### src/rtl/tod_pkg.sv
package tod_pkg;
  localparam int SEC_W     = 6;
  localparam int MIN_W     = 6;
  localparam int HOUR_W    = 5;
  localparam int DAY_W     = 15;
  localparam int SEC_LAST  = 59;
  localparam int MIN_LAST  = 59;
  localparam int HOUR_LAST = 23;
  localparam int DAY_LAST  = (1 << DAY_W) - 1;
  localparam int TOD_W     = SEC_W + MIN_W + HOUR_W + DAY_W;
  localparam int TIME_W    = SEC_W + MIN_W + HOUR_W;

  typedef struct packed {
    logic [DAY_W-1:0]  day;
    logic [HOUR_W-1:0] hour;
    logic [MIN_W-1:0]  minute;
    logic [SEC_W-1:0]  sec;
  } tod_t;
endpackage

### src/rtl/tod_prescaler.sv
module tod_prescaler #(
  parameter int DIV = 32768
) (
  input  logic clk,
  input  logic rst_n,
  input  logic enable,
  input  logic restart,
  output logic tick
);
  localparam int PW = (DIV > 1) ? $clog2(DIV) : 1;
  localparam logic [PW-1:0] LAST_V = PW'(DIV - 1);

  logic [PW-1:0] phase_q, phase_d;

  always_comb begin
    tick = !enable || (phase_q == LAST_V);
    if (restart || !enable || (phase_q == LAST_V)) begin
      phase_d = '0;
    end else begin
      phase_d = phase_q + 1'b1;
    end
  end

  always_ff @(posedge clk or negedge rst_n) begin
    if (!rst_n) begin
      phase_q <= '0;
    end else begin
      phase_q <= phase_d;
    end
  end

  // a divided tick is never followed by another on the next cycle
  a_r3_tick_gap: assert property (@(posedge clk) disable iff (!rst_n)
    (enable && tick) |=> (!enable || !tick));
  // a restart leaves at least one cycle without a divided tick
  a_r3_restart_gap: assert property (@(posedge clk) disable iff (!rst_n)
    restart |=> (!enable || !tick));
endmodule

### src/rtl/tod_field.sv
module tod_field #(
  parameter int W    = 6,
  parameter int LAST = 59
) (
  input  logic         clk,
  input  logic         rst_n,
  input  logic         load_en,
  input  logic [W-1:0] load_val,
  input  logic         step,
  output logic [W-1:0] value,
  output logic [W-1:0] nxt,
  output logic         carry
);
  localparam logic [W-1:0] LAST_V = W'(LAST);

  always_comb begin
    carry = step && (value == LAST_V);
    nxt   = value;
    if (load_en) begin
      nxt = load_val;
    end else if (step) begin
      nxt = carry ? '0 : value + 1'b1;
    end
  end

  always_ff @(posedge clk or negedge rst_n) begin
    if (!rst_n) begin
      value <= '0;
    end else begin
      value <= nxt;
    end
  end

  // a field changes only on a load or a step
  a_r5_hold: assert property (@(posedge clk) disable iff (!rst_n)
    (!load_en && !step) |=> $stable(value));
  // a field never leaves its range given legal loads
  a_r5_in_range: assert property (@(posedge clk) disable iff (!rst_n)
    value <= LAST_V);
  // a carry out returns the field to zero
  a_r5_wrap_zero: assert property (@(posedge clk) disable iff (!rst_n)
    (carry && !load_en) |=> (value == '0));
endmodule

### src/rtl/tod_alarm.sv
module tod_alarm
  import tod_pkg::*;
(
  input  logic clk,
  input  logic rst_n,
  input  logic step,
  input  tod_t cand,
  input  tod_t ref_word,
  input  logic full_mode,
  output logic hit
);
  logic time_eq, day_eq, match, hit_d;

  always_comb begin
    time_eq = (cand.sec == ref_word.sec) && (cand.minute == ref_word.minute)
           && (cand.hour == ref_word.hour);
    day_eq  = (cand.day == ref_word.day);
    match   = time_eq && (day_eq || !full_mode);
    hit_d   = step && match;
  end

  always_ff @(posedge clk or negedge rst_n) begin
    if (!rst_n) begin
      hit <= 1'b0;
    end else begin
      hit <= hit_d;
    end
  end

  // no compare hit without an advance in the cycle before
  a_r10_needs_step: assert property (@(posedge clk) disable iff (!rst_n)
    !step |=> !hit);
  // full mode never hits on a day mismatch
  a_r9_day_needed: assert property (@(posedge clk) disable iff (!rst_n)
    (full_mode && (cand.day != ref_word.day)) |=> !hit);
endmodule

### src/rtl/tod_counter.sv
module tod_counter
  import tod_pkg::*;
#(
  parameter int PRESCALE_DIV = 32768
) (
  input  logic              clk,
  input  logic              rst_n,
  input  logic              prescale_en,
  input  logic              load_en,
  input  logic [TOD_W-1:0]  load_word,
  input  logic [TOD_W-1:0]  alarm_word,
  input  logic              alarm_full,
  output logic [TOD_W-1:0]  count_word,
  output logic              sec_pulse,
  output logic              min_pulse,
  output logic              hour_pulse,
  output logic              day_pulse,
  output logic              alarm_pulse
);
  tod_t ld, cur, nxt, alm;
  logic tick, step_s;
  logic c_sec, c_min, c_hour, c_day;
  logic [3:0] pulse_d, pulse_q;

  assign ld  = tod_t'(load_word);
  assign alm = tod_t'(alarm_word);

  tod_prescaler #(.DIV(PRESCALE_DIV)) u_div (
    .clk(clk), .rst_n(rst_n), .enable(prescale_en), .restart(load_en), .tick(tick)
  );

  assign step_s = tick && !load_en;

  tod_field #(.W(SEC_W), .LAST(SEC_LAST)) u_sec (
    .clk(clk), .rst_n(rst_n), .load_en(load_en), .load_val(ld.sec),
    .step(step_s), .value(cur.sec), .nxt(nxt.sec), .carry(c_sec)
  );
  tod_field #(.W(MIN_W), .LAST(MIN_LAST)) u_min (
    .clk(clk), .rst_n(rst_n), .load_en(load_en), .load_val(ld.minute),
    .step(c_sec), .value(cur.minute), .nxt(nxt.minute), .carry(c_min)
  );
  tod_field #(.W(HOUR_W), .LAST(HOUR_LAST)) u_hour (
    .clk(clk), .rst_n(rst_n), .load_en(load_en), .load_val(ld.hour),
    .step(c_min), .value(cur.hour), .nxt(nxt.hour), .carry(c_hour)
  );
  tod_field #(.W(DAY_W), .LAST(DAY_LAST)) u_day (
    .clk(clk), .rst_n(rst_n), .load_en(load_en), .load_val(ld.day),
    .step(c_hour), .value(cur.day), .nxt(nxt.day), .carry(c_day)
  );

  tod_alarm u_alarm (
    .clk(clk), .rst_n(rst_n), .step(step_s), .cand(nxt), .ref_word(alm),
    .full_mode(alarm_full), .hit(alarm_pulse)
  );

  always_comb begin
    pulse_d = {c_hour, c_min, c_sec, step_s};
  end

  always_ff @(posedge clk or negedge rst_n) begin
    if (!rst_n) begin
      pulse_q <= '0;
    end else begin
      pulse_q <= pulse_d;
    end
  end

  assign count_word = cur;
  assign sec_pulse  = pulse_q[0];
  assign min_pulse  = pulse_q[1];
  assign hour_pulse = pulse_q[2];
  assign day_pulse  = pulse_q[3];

  // undivided mode advances every cycle
  a_r4_every_cycle: assert property (@(posedge clk) disable iff (!rst_n)
    (!prescale_en && !load_en) |=> sec_pulse);
  // a load wins and raises no pulse
  a_r11_load_wins: assert property (@(posedge clk) disable iff (!rst_n)
    load_en |=> (!sec_pulse && !alarm_pulse && count_word == $past(load_word)));
  // rollover pulses nest inside one another
  a_r7_min_in_sec: assert property (@(posedge clk) disable iff (!rst_n)
    min_pulse |-> sec_pulse);
  a_r7_hour_in_min: assert property (@(posedge clk) disable iff (!rst_n)
    hour_pulse |-> min_pulse);
  a_r7_day_in_hour: assert property (@(posedge clk) disable iff (!rst_n)
    day_pulse |-> hour_pulse);
  // alarm only coincides with an advance
  a_r10_alarm_on_sec: assert property (@(posedge clk) disable iff (!rst_n)
    alarm_pulse |-> sec_pulse);
  // the day wrap lands on an all-zero word
  a_r6_day_wrap: assert property (@(posedge clk) disable iff (!rst_n)
    c_day |=> (count_word == '0));
endmodule

### config.mk
export PLATFORM = sky130hd
export DESIGN_NAME = tod_counter
export DESIGN_NICKNAME = d
export VERILOG_FILES = /design/src/rtl/tod_pkg.sv /design/src/rtl/tod_prescaler.sv /design/src/rtl/tod_field.sv /design/src/rtl/tod_alarm.sv /design/src/rtl/tod_counter.sv
export SDC_FILE = /design/constraint.sdc
export NUM_CORES = 1
export LEC_CHECK = 0
export ABC_AREA = 1
export CORE_UTILIZATION = 35
export DETAILED_ROUTE_END_ITERATION = 10
export GPL_TIMING_DRIVEN = 0
export SETUP_SLACK_MARGIN = 0.3
export SLEW_MARGIN = 20
export SYNTH_ARGS = -nofsm -noshare
export SYNTH_HDL_FRONTEND = slang
export SYNTH_SLANG_ARGS = --single-unit
### constraint.sdc
create_clock -name clk -period 2.5 [get_ports clk]
set_input_delay 0.625 -clock clk [delete_from_list [all_inputs] [get_ports clk]]
set_output_delay 0.625 -clock clk [all_outputs]
set_load 0.03 [all_outputs]
==> results of run 1 <==
-- cell usage after synthesis, types with 6 or more instances --
library cell | count | area [µm²]
or2_2 | 23 | 143.9
nor2_1 | 52 | 195.2
inv_2 | 8 | 30.03
nand2_1 | 178 | 668.1
inv_1 | 75 | 281.5
nand3_1 | 40 | 200.2
nand2_2 | 9 | 56.30
nand3b_1 | 12 | 90.09
xor2_1 | 21 | 183.9
dfrtp_1 | 52 | 1301
nor3_1 | 6 | 30.03
a21oi_1 | 9 | 45.04
nand4_1 | 11 | 68.82
o21ai_0 | 21 | 105.1
-- layer usage --
metal / wire [µm] / part of all wire
met2: 5327 / 0.48
met5: 0 / 0
met3: 483 / 0.043
met4: 193 / 0.017
met1: 5133 / 0.46
-- cell type report --
class	count	area, µm²
inverter	83	315.3
multi-input combinational	421	2286
clock inverter	1	30.03
buffer	10	73.82
clock buffer	7	96.34
timing repair buffer	126	1224
tap	136	170.2
fill	1049	5002
sequential	52	1311
-- power by group --
group,leakage [nW],switching (mW),internal (mW)
Combinational,2.04,0.401,0.331
Clock,0.0645,0.304,0.354
Sequential,0.634,0.0808,0.894
Total,2.74,0.787,1.58
-- flip-flops by register name (all words and copies together) (netlist names) --
| name | count |
|---|---|
| u_sec.value | 6 |
| u_min.value | 6 |
| u_div.phase_q | 15 |
| u_alarm.hit | 1 |
| u_day.value | 15 |
| u_hour.value | 5 |
| pulse_q | 4 |
-- worst register-to-register path: stages (launching register included) --
cell and delay, ps:
dfrtp_2 470, ha_4 180, nand3_1 130, nor2_4 200
nand4_4 150, nor2_4 260, buf_4 160, nand2_1 40
nand2_1 60, nand2_1 60, nand3b_1 90, nand2_1 60
nor2_1 100, nand2_1 110, nor2_2 140, nand2_1 90
a21oi_2 120
-- cell families after synthesis --
| logic type | share of synthesized area |
|---|---|
| compound gates | 0.05774 |
| xor+xnor | 0.05903 |
| fa+ha+maj | 0.01622 |
| buf+inv | 0.09568 |
| flops | 0.3373 |
| simple gates | 0.4340 |
-- metrics by stage --
step	setup TNS [ps]	hold WS [ps]	utilization	instances	setup slack [ps]
2_1_floorplan	0	329.4	-	566	316.2
3_5_place_dp	-12570	458.5	0.4889	807	-959.8
4_1_cts	0	383.8	0.5130	828	19.26
5_1_grt	-193.1	410.4	0.5240	836	-193.1
3_3_place_gp	-65860	445.5	0.4891	807	-1209
6_report	0	351.3	0.5240	836	23.18
-- worst paths after layout --
check	endpoint	slack, ps	cells after the start
max	u_alarm.hit	20	16
min	u_div.phase_q[5]	350	1
max reg2reg	u_alarm.hit	20	16
min reg2reg	u_div.phase_q[11]	510	1
max in group asynchronous	u_sec.value[0]	1630	1
min in group clk	u_div.phase_q[11]	510	1
-- placed cells by master, fill, tap and decap left out, drive strengths merged --
cell,Yosys,layout
or2,23,23
a21oi,10,10
nor2,57,57
nand2,192,192
o21a,1,1
a31oi,1,1
bufinv,0,1
nand4,12,12
dlygate4sd2,0,1
inv,83,82
nand3b,12,12
clkdlybuf4s50,0,100
xor2,21,21
nand3,44,44
buf,5,27
dfrtp,52,52
nor3,8,8
dlymetal6s2s,0,3
ha,5,5
clkbuf,5,12
o21bai,2,2
clkinvlp,0,1
o21ai,25,25
xnor2,5,5
nor3b,2,2
o211ai,1,1
-- what timing repair did --
item	CTS	global route
hold buffers	0	0
setup buffers	13	8
pin swaps	14	10
setup endpoints to repair	34	5
gates resized for setup	17	17
==> reports/qor.txt, run 1 <==
Core Area - 10510 µm²
syn nets - 640
Tot Pwr - 2.366 mW
die footprint - 11440 µm²
post-route cell area - 5507 µm²
boundary pin count - 106
# port buffers - 105
type of the worst setup path - flop to flop
M1 GR Usage - 0.2641
largest stage delay on the critical path - 470 ps
status - finished, final reports clean
Worst R2R Start - u_min.value[0]
CTS tree - done
antenna violations before repair - 0
placed cell areas - 5137 µm²
post-layout min period - 2477 ps
largest net degree at the start of global routing - 53
final hold violation count - 0
H-Tree Depth - 2
WL/cell - 13.32 µm
met3 global-route usage - 0.03647
Final Routed Wirelength - 11140 µm
skew final - 7.779 ps
# clock sinks - 52
TritonCTS buffer count - 5
CP Launch Type - flop
critical path data required time - 2740 ps
Syn-to-layout area delta - 42.75%
via count - 3876
CP top delay family - simple AND/OR/NAND/NOR gates
Die Height - 107.0 µm
first-pass GRT wire length - 18290 µm
DP HPWL - 8385 µm
Main synth FF type - dfrtp_1
clk_lat worst skew - 310 ps
Synth async-reset ratio - 1.000
Final #Nets - 773
Yosys reg bits - 52
crit end category - flop
Starting Density - 0.3671
layout cells sized above 1 - 0.1800
Max Freq - 403.7 MHz
Post-DRT Antenna Nets - 0
critical path's slowest cell - dfrtp_2
Rel. slew slack - 0.5271
drc violations - 0
Syn Area/Cell - 6.815 µm²
global routing met2 resource utilization - 0.3424
RSZ-0062 raised after global routing - true
GRT busiest layer - met2
Yosys cell types - 38
Reg clk slew, reported paths - 100 ps
Worst EP arrival - 2720 ps
die width - 107.0 µm
clock root buffer - clkbuf_8
GPL Wtd Cong - 0.8399
DR pass1 iterations - 4
Starting DRT DRC Count - 106
CP Launch Point - u_min.value[0]
Power Density - 429.6 nW/µm²
diodes inserted - 0
vias in the first global route - 3881
Slew Viols, Final - 0
total grt overflow - 0
Leakage Power - 2.737 nW
Bufs on Longest Clock Path - 2
endpoints failing setup - 0
Hold Crit Class - input pin to async pin
worst path cell trace - ha_4, nand3_1, nor2_4, nand4_4, nor2_4, buf_4, nand2_1, nand2_1, nand2_1, nand3b_1, nand2_1, nor2_1, nand2_1, nor2_2, nand2_1, a21oi_2
drt via density - 4.636
most frequent CP cell - nand2_1
row cnt - 37
Ys Warns - 0
register area share after synthesis - 0.3373
CP max FO - 8
final worst path period share - 0.9907
Max-cap violations - 0
worst-margin pin slew - 709.3 ps
cell count after synthesis - 566
WP buf/inv - 1
mapped cell area - 3857 µm²
EDFF count, synth - 0
Total Routing Usage GR - 0.2034
Peak VDD IR - 0.0002561 V
Note: power is estimated with default switching activity, not from simulation.
==> run 2: changes to the inputs <==
--- a/config.mk
+++ b/config.mk
@@ -5,7 +5,6 @@
 export SDC_FILE = /design/constraint.sdc
 export NUM_CORES = 1
 export LEC_CHECK = 0
-export ABC_AREA = 1
 export CORE_UTILIZATION = 35
 export DETAILED_ROUTE_END_ITERATION = 10
 export GPL_TIMING_DRIVEN = 0
==> run 2 against run 1 <==
  * The run now ends with negative setup slack left
  * First-iteration DRC count up 130%
  * Synthesized area up 1.6%
  * Design area is 13% higher
  * Global-route usage up 5.5 points
  * Clock skew is 3.1 ps higher
  * Critical path depth fell by 6
  * Routed wire length increased by 33%
  * Fmax decreased by 23%
  * Cell count fell by 8.6%
  * Worst hold slack lost 23 ps
  * Clock power is 17% lower
  * Largest cell class unchanged
==> reports/qor.txt, run 2 <==
Rel. slew slack - 0.5192
Slew Viols, Final - 0
diodes inserted - 0
antenna violations before repair - 0
syn nets - 549
Total Routing Usage GR - 0.2581
Max-cap violations - 0
top cells by area, synth - dfrtp_1 (33%), xnor2_1 (5.4%), xor2_1 (5.4%)
Starting Density - 0.3599
Largest regs - u_day.value (15), u_div.phase_q (15)
Starting DRT DRC Count - 246
R2R cell count - 10
# port buffers - 104
TritonCTS buffer count - 5
post-layout min period - 3224 ps
CP Launch Type - flop
commonest non-fill, non-tap cells in the layout - clkdlybuf4s50_1 (83), nor2_1 (44), dfrtp_1 (44)
die footprint - 11620 µm²
top-count cell post-synth - dfrtp_1
drt via density - 5.724
Yosys cell types - 64
skew final - 10.92 ps
Syn Area/Cell - 8.250 µm²
area leader, netlist - dfrtp_1
hold_buf cts - 0
first-pass GRT wire length - 22710 µm
clock root buffer - clkbuf_8
Final Routed Wirelength - 14820 µm
GPL Wtd Cong - 0.9339
via count - 4373
row cnt - 38
Met3 Wirelength - 821 µm
RSZ-0062 raised after global routing - true
final worst path period share - 1.289
metal2 WL - 7007 µm
worst-margin pin slew - 715.6 ps
fillers - 974
Max Freq - 310.2 MHz
Core Area - 10890 µm²
H-Tree Depth - 2
boundary pin count - 106
largest net degree at the start of global routing - 53
Worst EP arrival - 3450 ps
DR pass1 iterations - 5
share of the synthesized area in the top cell type - 0.3321
type of the worst setup path - flop to flop
die width - 107.8 µm
Bufs on Longest Clock Path - 2
Yosys reg bits - 52
Hold Crit Class - input pin to async pin
Post-DRT Antenna Nets - 0
most common library cells after synthesis - dfrtp_1 (52), nand2_1 (49), nor2_1 (46)
Main synth FF type - dfrtp_1
Metal-1 WL - 6698 µm
DP Worst Slack - -1567 ps
Die Height - 107.8 µm
commonest non-fill, non-tap cell in the layout - clkdlybuf4s50_1
EDFF count, synth - 0
Leakage Power - 2.485 nW
WL/cell - 19.40 µm
worst path cell trace - nand4_1, or4_4, buf_12, a2111oi_4, mux2_1, o32ai_1, or4b_1, nor4_2, a41oi_2, nor4_2
post-layout util - 0.5724
cell count after synthesis - 475
largest stage delay on the critical path - 590 ps
layout cells sized above 1 - 0.2452
status - finished, violations left
Final Hold Slack - 328.8 ps
top sig layer - met4
final hold violation count - 0
critical path data required time - 2730 ps
Final #Nets - 697
DP HPWL - 10490 µm
CP max FO - 7
crit end category - flop
critical path's slowest cell - or4_4
drc violations - 0
clk_lat worst skew - 330 ps
setup ws final - -723.5 ps
most frequent CP cell - nor4_2
Syn-to-layout area delta - 59.04%
mapped cell area - 3919 µm²
failing checks - negative setup slack
Synth async-reset ratio - 1.000
CTS tree - done
total grt overflow - 0
endpoints failing setup - 3
Power Density - 384.4 nW/µm²
Tot Pwr - 2.395 mW
vias in the first global route - 4237
Peak VDD IR - 0.0002021 V
register area share after synthesis - 0.3321
# clock sinks - 52
Reg clk slew, reported paths - 110 ps
Ys Warns - 0
==> run 2: worst paths after layout <==
| check | startpoint | endpoint | slack (ps) |
|---|---|---|---|
| max reg2reg | u_div.phase_q[7] | u_alarm.hit | -720 |
| min reg2reg | u_div.phase_q[14] | u_div.phase_q[14] | 510 |
| min in group clk | u_div.phase_q[14] | u_div.phase_q[14] | 510 |
| min | rst_n | u_sec.value[1] | 330 |
| max in group asynchronous | rst_n | u_hour.value[0] | 1630 |
| max | u_div.phase_q[7] | u_alarm.hit | -720 |
==> run 2: logic make-up (layout without fill, tap and decap cells) <==
group	count (synthesis)	count (layout)	share of synthesized area
AO/OA/AOI/OAI	120	120	0.2072
XOR/XNOR	48	48	0.1073
adder cells (fa/ha/maj)	5	5	0.01596
buffers and inverters	33	182	0.03512
flip-flops	52	52	0.3321
multiplexers	15	15	0.04087
AND/OR/NAND/NOR	202	202	0.2615
==> run 2: repair_timing <==
action	CTS	global route
setup buffers	23	14
pin swaps	15	19
endpoints found under the setup margin	48	58
resized for setup	90	74
==> run 2: critical path, delay by kind of cell (launching register included) <==
kind	cells	cell delay, ps
AO/OA/AOI/OAI	3	650
AND/OR/NAND/NOR	5	1710
multiplexers	1	200
buffers and inverters	1	170
flip-flops	1	410
==> run 2: routing by layer <==
layer | vias to the layer above | GRT usage
met2 | 161 | 0.4093
met3 | 27 | 0.05448
li1 | 2051 | -
met1 | 2134 | 0.3482
met4 | 0 | 0.08219
met5 | - | 0
==> run 2: final cells by class <==
cell class / count / area [µm²] / area share
plain buffers: 22 / 230.2 / 0.03694
flip-flops and latches: 52 / 1311 / 0.2104
clock inverters: 1 / 8.758 / 0.001405
clock buffers: 7 / 86.33 / 0.01385
repair buffers: 141 / 1401 / 0.2249
multi-input cells: 390 / 2978 / 0.4778
inverters: 11 / 41.29 / 0.006625
well taps: 140 / 175.2 / 0.02811
==> run 2: power by group <==
| part | internal, mW | total, mW | switching, mW | leakage [nW] |
|---|---|---|---|---|
| combinational | 0.396 | 0.856 | 0.459 | 1.79 |
| clock | 0.228 | 0.546 | 0.318 | 0.0484 |
| sequential | 0.895 | 0.993 | 0.0989 | 0.646 |
==> run 2: stage by stage <==
stage                     instance area [µm²]  setup TNS [ps]  std cells
after global placement                   5290          -85380        719
after CTS                                5871          -685.2        750
after detailed placement                 5288          -36780        719
final                                    6232          -809.4        764
after floorplan                          4074          -374.4        475
after global routing                     6232           -1342        764
